===== src/rtl/wtc_pkg.sv =====
package wtc_pkg;
    typedef enum logic [1:0] {
        MODE_FREE = 2'd0,
        MODE_DUAL = 2'd1,
        MODE_CLR  = 2'd2,
        MODE_FAST = 2'd3
    } wave_mode_e;

    // PWM modes use the double-buffered compare value
    function automatic logic is_buffered(input wave_mode_e m);
        return (m == MODE_DUAL) || (m == MODE_FAST);
    endfunction
endpackage


===== src/rtl/wtc_step.sv =====
module wtc_step
    import wtc_pkg::*;
#(
    parameter int W = 8
) (
    input  wave_mode_e     mode,
    input  logic [W-1:0]   cnt,
    input  logic           dir,
    input  logic [W-1:0]   cmp,
    output logic [W-1:0]   cnt_n,
    output logic           dir_n
);
    localparam logic [W-1:0] TOP_FULL = {W{1'b1}};
    localparam logic [W-1:0] ONE      = {{(W-1){1'b0}}, 1'b1};

    always_comb begin
        dir_n = 1'b0;
        cnt_n = cnt + ONE;
        case (mode)
            MODE_DUAL: begin
                if (cnt == TOP_FULL)  dir_n = 1'b1;
                else if (cnt == '0)   dir_n = 1'b0;
                else                  dir_n = dir;
                cnt_n = dir_n ? (cnt - ONE) : (cnt + ONE);
            end
            MODE_CLR: begin
                cnt_n = (cnt == cmp) ? '0 : (cnt + ONE);
            end
            default: begin
                cnt_n = cnt + ONE;
            end
        endcase
    end
endmodule


===== src/rtl/wtc_cmp_unit.sv =====
module wtc_cmp_unit
    import wtc_pkg::*;
#(
    parameter int W = 8
) (
    input  wave_mode_e     mode,
    input  logic           wr_cmp,
    input  logic [W-1:0]   wr_data,
    input  logic           at_top_ev,
    input  logic [W-1:0]   act_q,
    input  logic [W-1:0]   shadow_q,
    output logic [W-1:0]   act_d,
    output logic [W-1:0]   shadow_d
);
    always_comb begin
        shadow_d = wr_cmp ? wr_data : shadow_q;
        if (is_buffered(mode)) begin
            act_d = at_top_ev ? shadow_q : act_q;
        end else begin
            act_d = wr_cmp ? wr_data : act_q;
        end
    end
endmodule


===== src/rtl/wtc_flag_next.sv =====
module wtc_flag_next (
    input  logic flag_q,
    input  logic set_ev,
    input  logic clr,
    output logic flag_d
);
    always_comb flag_d = set_ev | (flag_q & ~clr);
endmodule


===== src/rtl/wavetimer_core.sv =====
module wavetimer_core
    import wtc_pkg::*;
#(
    parameter int W = 8
) (
    input  logic           clk,
    input  logic           rst_n,
    input  logic           tick,
    input  logic [1:0]     mode,
    input  logic           wr_cnt,
    input  logic           wr_cmp,
    input  logic [W-1:0]   wr_data,
    input  logic           ovf_clr,
    input  logic           cmp_clr,
    output logic [W-1:0]   count,
    output logic [W-1:0]   cmp_val,
    output logic           down,
    output logic           match_stb,
    output logic           ovf_flag,
    output logic           cmp_flag
);
    localparam logic [W-1:0] TOP_FULL = {W{1'b1}};
    localparam int           NFLAG    = 2;

    typedef struct packed {
        logic [W-1:0] cnt;
        logic         dir;
        logic [W-1:0] act;
        logic [W-1:0] shadow;
        logic [NFLAG-1:0] flg;
    } state_t;

    state_t     s_q, s_d;
    wave_mode_e mode_e;
    logic       step_ev;
    logic [W-1:0] step_cnt;
    logic       step_dir;
    logic [W-1:0] act_d, shadow_d;
    logic [NFLAG-1:0] flg_set, flg_clr, flg_d;

    assign mode_e  = wave_mode_e'(mode);
    assign step_ev = tick & ~wr_cnt;

    wtc_step #(.W(W)) u_step (
        .mode  (mode_e),
        .cnt   (s_q.cnt),
        .dir   (s_q.dir),
        .cmp   (s_q.act),
        .cnt_n (step_cnt),
        .dir_n (step_dir)
    );

    wtc_cmp_unit #(.W(W)) u_cmp (
        .mode      (mode_e),
        .wr_cmp    (wr_cmp),
        .wr_data   (wr_data),
        .at_top_ev (step_ev && (s_q.cnt == TOP_FULL)),
        .act_q     (s_q.act),
        .shadow_q  (s_q.shadow),
        .act_d     (act_d),
        .shadow_d  (shadow_d)
    );

    // flag 0: overflow, flag 1: compare
    assign flg_set[0] = step_ev && ((mode_e == MODE_DUAL) ? (s_q.cnt == '0)
                                                          : (s_q.cnt == TOP_FULL));
    assign flg_set[1] = step_ev && (s_q.cnt == s_q.act);
    assign flg_clr    = {cmp_clr, ovf_clr};

    generate
        for (genvar g = 0; g < NFLAG; g++) begin : g_flag
            wtc_flag_next u_flag (
                .flag_q (s_q.flg[g]),
                .set_ev (flg_set[g]),
                .clr    (flg_clr[g]),
                .flag_d (flg_d[g])
            );
        end
    endgenerate

    always_comb begin
        s_d        = s_q;
        s_d.act    = act_d;
        s_d.shadow = shadow_d;
        s_d.flg    = flg_d;
        if (wr_cnt) begin
            s_d.cnt = wr_data;
        end else if (tick) begin
            s_d.cnt = step_cnt;
            s_d.dir = step_dir;
        end
        if (mode_e != MODE_DUAL) s_d.dir = 1'b0;
    end

    always_ff @(posedge clk or negedge rst_n) begin
        if (!rst_n) s_q <= '0;
        else        s_q <= s_d;
    end

    assign count     = s_q.cnt;
    assign cmp_val   = s_q.act;
    assign down      = s_q.dir;
    assign match_stb = flg_set[1];
    assign ovf_flag  = s_q.flg[0];
    assign cmp_flag  = s_q.flg[1];
endmodule


===== config.mk =====
export PLATFORM = sky130hd
export DESIGN_NAME = wavetimer_core
export DESIGN_NICKNAME = d
export VERILOG_FILES = /design/src/rtl/wtc_pkg.sv /design/src/rtl/wtc_step.sv /design/src/rtl/wtc_cmp_unit.sv /design/src/rtl/wtc_flag_next.sv /design/src/rtl/wavetimer_core.sv
export SDC_FILE = /design/constraint.sdc
export NUM_CORES = 1
export LEC_CHECK = 0
export BUFFER_PORTS_ARGS = -buffer_cell sky130_fd_sc_hd__clkbuf_2
export CAP_MARGIN = 20
export CORE_MARGIN = 3
export CORE_UTILIZATION = 30
export DETAILED_ROUTE_END_ITERATION = 6
export PLACE_DENSITY = 0.57
export SLEW_MARGIN = 5
export SYNTH_ARGS = -nofsm -noshare
export SYNTH_HDL_FRONTEND = slang
export SYNTH_SLANG_ARGS = --single-unit

===== constraint.sdc =====
create_clock -name clk -period 3.7 [get_ports clk]
set_input_delay 0.37 -clock clk [delete_from_list [all_inputs] [get_ports clk]]
set_output_delay 0.37 -clock clk [all_outputs]
set_load 0.01 [all_outputs]

* Word-level counts from Yosys, hierarchy flattened
Cells that the tools add are included.
** Word-level totals
- Register bits :: 27
- Output and inout port bits :: 20
- Logic and storage cells :: 48
** Operators by class
- Add/subtract/negate cells :: 2
- Equal/unequal tests :: 8
- Mux-type cells :: 15
- Bitwise gates (word level) :: 8
- Reduce and logical (&&, ||, !) cells :: 10
** Operator list (count)
- $mux 8 :: 6
- $pmux 8 s2 :: 1
- $mux 9 :: 1
- $add 8x1->8 const B :: 1
- $eq 8x8->1 :: 1
- $eq 8x8->1 const B :: 1
- $logic_not 8->1 :: 1
- $sub 8x1->8 const B :: 1
- $mux 1 :: 7
- $ne 2x1->1 const B :: 3
- $reduce_bool 2->1 :: 3
- $eq 2x2->1 const B :: 2
- $reduce_and 2->1 :: 2
- $and 1x1->1 :: 3
- $logic_and 1x1->1 :: 3
- $not 1->1 :: 3
- $eq 2x1->1 const B :: 1
- $or 1x1->1 :: 2
- $logic_or 1x1->1 :: 1

* Longest topological paths before layout
- Word-level depth :: 9
- Mapped depth :: 9

* Hierarchy
A second synthesis with hierarchy kept.
** Second synthesis, totals
- Cells, all modules :: 232
- Area, all modules :: 2257.2 um^2
** By module, submodules not included
- wavetimer_core :: instances 1, cells an instance 92, area each 1127.3 um^2, seq. area each 675.6 um^2
- wtc_step :: instances 1, cells an instance 99, area each 709.4 um^2, seq. area each 0.0 um^2
- wtc_cmp_unit :: instances 1, cells an instance 37, area each 397.9 um^2, seq. area each 0.0 um^2
- wtc_flag_next :: instances 2, cells an instance 2, area each 11.3 um^2, seq. area each 0.0 um^2

* Least setup slack after synthesis
Ideal clock, no wire load.
- Kind :: register -> register
- Start point :: register s_q, in the netlist count[0]
- End point :: register s_q, in the netlist count[1]
- Library setup time :: 96 ps
- Data arrival time :: 1742 ps
- Required time :: 3604 ps
- Setup slack :: 1863 ps
- Stages on the path, launching flop included :: 9
- Cell sequence :: dfrtp_1 > clkbuf_1 > inv_1 > ha_1 > nor2b_1 > a21boi_2 > a211oi_4 > nor3_2 > a311oi_2
** On the way
- Word-level cells in the longest chain between the ends :: 8
** Ends and longest elaborated chain
- start, declared :: RTL line wavetimer_core.sv:33 : state_t s_q, s_d;
- start signal, assigned :: RTL line wavetimer_core.sv:96 : if (!rst_n) s_q <= '0;
- start signal, assigned :: RTL line wavetimer_core.sv:97 : else s_q <= s_d;
- branches (longest 5 deep; another with $add 8x1->8)
- $pmux 8 s2 * :: RTL line wtc_step.sv:19 : case (mode)
- $mux 9 * :: RTL line wavetimer_core.sv:88 : end else if (tick) begin
- $mux 8 * :: RTL line wavetimer_core.sv:86 : if (wr_cnt) begin
Mark *: on every way between the ends. The select of a mux whose other input is x is not followed.
A chain may end at the register's enable or synchronous reset.

* Worst setup path after layout
- Start point :: register s_q, in the netlist count[2]
- End point :: output port match_stb
** On the way
- Word-level cells in the longest chain between the ends :: 2
** Ends and longest elaborated chain
- $eq 8x8->1 :: RTL line wavetimer_core.sv:67 : assign flg_set[1] = step_ev && (s_q.cnt == s_q.act);
- $logic_and 1x1->1 :: RTL line wavetimer_core.sv:67
- end, declared :: RTL line wavetimer_core.sv:18 : output logic match_stb,
No other way between the ends.

==> impl_metrics.py <==
metrics = {
    "run_status": {
        "outcome": "finished clean",
    },
    "die": {
        "num_rows": 29,
        "start_util_pct": 31.2,
        "die_h_um": 87.8,
        "ios": 37,
        "die-area_sq_um": 7700,
        "die_w_um": 87.8,
        "core_area_sq_um": 6420,
    },
    "sta": {
        "finalCritPeriodShare_pct": 60.0,
        "worstMarginPinSlew_ns": 0.706,
        "fmax_ghz": 0.451,
        "skew_ns": 0.0159,
        "slew_violations": 0,
        "fin_crit_ns": 2.22,
        "slew_headroom_pct": 52.9,
        "setup_viol": 0,
        "hold_viol_final": 0,
        "rsz0062_at_grt": "false",
        "setup_tns_ns": 0,
    },
    "synthesis": {
        "synthTopCellsByArea": "dfrtp_1, buf_4, xnor2_1",
        "yosysTopAreaCell": "dfrtp_1",
        "synthFlopType": "dfrtp_1",
        "syn_area_sq_um": 2010,
        "yosysSeqAreaShare_pct": 33.7,
        "syn-num-nets": 243,
        "synth.avg_cell_area_sq_um": 9.12,
        "async_flop_share_pct": 100,
        "synth_cell_types": 47,
        "ys_ff_latch": 27,
        "synth_top_area_share_pct": 33.7,
        "synth-edff-count": 0,
        "ys.warnings.count": 0,
        "syn_inst": 220,
    },
    "critical_path": {
        "worstSetupPathType": "register to output pin",
        "critPathRequiredTime_ns": 3.33,
        "critPathCaptureType": "output pin",
        "crit_path_start_kind": "register",
        "cpMaxStageDelayCell": "dfrtp_1",
        "path_cells": "xnor2_1 > nand4_1 > or2_2 > nor2_1 > clkbuf_2",
        "crit_path_max_incr_delay_ns": 0.68,
        "reg2reg_depth": 5,
        "cp_max_fo": 15,
        "worstPathArrival_ns": 1.85,
    },
    "detailed_routing": {
        "antenna_left": 0,
        "wl_per_cell_um": 16.0,
        "dr.pass1.iters": 6,
        "drc": 0,
        "viasPerCell": 5.28,
        "routed_wl_um": 4910,
        "initialDrtViolationCount": 85,
        "vias": 1621,
    },
    "layout": {
        "drive_above_1_share_pct": 26.5,
        "layout_commonest_cell": "clkbuf_2",
        "layout_common_cells": "clkbuf_2, dfrtp_1, nor2_1",
        "stdcell_count": 307,
        "fillers": 669,
        "syn_to_final_growth_pct": 6.18,
        "num_antenna_cells": 0,
        "fin_nets": 254,
    },
    "pwr": {
        "irDropWorstVdd_uv": 176,
        "pwr_density_cell_nw_per_um2": 383,
        "leakagePower_nw": 0.885,
    },
    "global_routing": {
        "grt_max_degree": 28,
        "track_usage_pct": 13.4,
        "grt_first_pass_wirelength_um": 8120,
        "grt_pass1_vias": 1543,
        "antenna_found_initial": 0,
        "overflow": 0,
    },
    "cts": {
        "cts_sinks": 27,
        "insertion_delay_ns": 0.29,
        "ctsResizeCount": 0,
        "cts_tree": "built",
        "ctsHoldBuffers": 0,
        "postCtsSetupRepairBufs": 0,
        "cts_inserted_buffers": 3,
        "h-tree-depth": 1,
        "clk_path_buf_depth": 2,
        "clk_pin_slew_ns": 0.11,
        "cts_root_buf": "clkbuf_8",
    },
    "flow_run": {
        "maxCapViolations": 0,
    },
    "hold_path": {
        "hold_class": "primary input to asynchronous set/reset pin",
    },
    "placement": {
        "dp.cells": 303,
        "gp_congestion": 0.798,
        "dp_hpwl_um": 3750,
        "port_buffers": 36,
    },
}
worst max-delay path: cells and delay by family, from the launching register on:
kind,cells,cell delay (ns)
buf+inv,1,0.14
flops,1,0.68
xor+xnor,1,0.17
simple gates,3,0.57
metal layers:
layer  wire length (um)  track usage, %
met5                  0               0
met4                 37            3.21
met3                276            2.45
met2               2310            21.8
met1               2290            18.5
cell usage after synthesis, types with 2 or more instances:
| library cell | instances |
|---|---|
| a2111oi_0 | 2 |
| mux2i_1 | 8 |
| nor3_2 | 2 |
| buf_4 | 18 |
| nand2b_1 | 6 |
| inv_1 | 12 |
| nand4_1 | 3 |
| ha_1 | 6 |
| nor3_1 | 3 |
| a31oi_1 | 8 |
| xnor2_1 | 15 |
| a21oi_1 | 10 |
| o311ai_0 | 2 |
| nand3_1 | 5 |
| o21ai_0 | 7 |
| or3_1 | 3 |
| o2111ai_1 | 2 |
| buf_2 | 3 |
| nand2_1 | 13 |
| o31ai_1 | 4 |
| a31o_2 | 2 |
| dfrtp_1 | 27 |
| buf_6 | 2 |
| clkbuf_1 | 7 |
| o22ai_1 | 2 |
| mux2_2 | 8 |
| nor2_1 | 19 |
| xor2_1 | 2 |
final timing paths:
path / endpoint / slack, ns / start
worst max register to register: cmp_val[1]$_DFFE_PN0P_ / 1.58 / count[2]$_DFFE_PN0P_
worst min-delay path: s_q[4]$_DFFE_PN0P_ / 0.11 / rst_n
min in group clk: cmp_flag$_DFF_PN0_ / 0.25 / cmp_clr
worst min register to register: s_q[2]$_DFFE_PN0P_ / 0.52 / s_q[2]$_DFFE_PN0P_
worst max-delay path: match_stb / 1.48 / count[2]$_DFFE_PN0P_
max in group asynchronous: count[5]$_DFFE_PN0P_ / 3.12 / rst_n
layout make-up:
cell class / count / area [sq um] / share of cell area, %
Clock inverter: 1 / 5.00 / 0.235
Sequential cell: 27 / 676 / 31.7
Timing Repair Buffer: 36 / 180 / 8.46
Tap cell: 77 / 96.3 / 4.52
Multi-Input combinational cell: 151 / 1090 / 51.0
Inverter: 12 / 45.0 / 2.12
Clock buffer: 3 / 41.3 / 1.94
power by group:
group          switching [mW]  total (mW)  internal (mW)
registers              0.0668       0.397          0.330
clock network           0.103       0.179         0.0758
logic                   0.128       0.240          0.112
registers in the layout, summed over array words and instances, names as in the netlist:
| register | flops |
|---|---|
| cmp_val | 8 |
| count | 8 |
| s_q | 8 |
| cmp_flag | 1 |
| down | 1 |
| ovf_flag | 1 |
metrics by stage:
step | utilization (%) | power, mW | setup slack, ns | instance area [sq um] | hold WS (ns)
after floorplan | - | 0.602 | 1.86 | 2010 | 0.0744
after global placement | 32.4 | 0.643 | 1.65 | 2080 | 0.463
after detailed placement | 32.4 | 0.645 | 1.62 | 2080 | 0.457
after CTS | 33.2 | 0.824 | 1.49 | 2130 | 0.139
after global routing | 33.2 | 0.869 | 1.31 | 2130 | 0.167
final | 33.2 | 0.816 | 1.48 | 2130 | 0.108
cells by family (layout without fill, tap and decap cells):
family | Yosys count | count (layout) | synth area share (%)
flops | 27 | 27 | 33.7
xor+xnor | 17 | 17 | 7.42
buf+inv | 42 | 52 | 12.2
compound gates | 48 | 48 | 17.2
fa+ha+maj | 6 | 6 | 3.74
simple gates | 64 | 64 | 17.3
mux | 16 | 16 | 8.48
(Power assumes the default switching activity.)
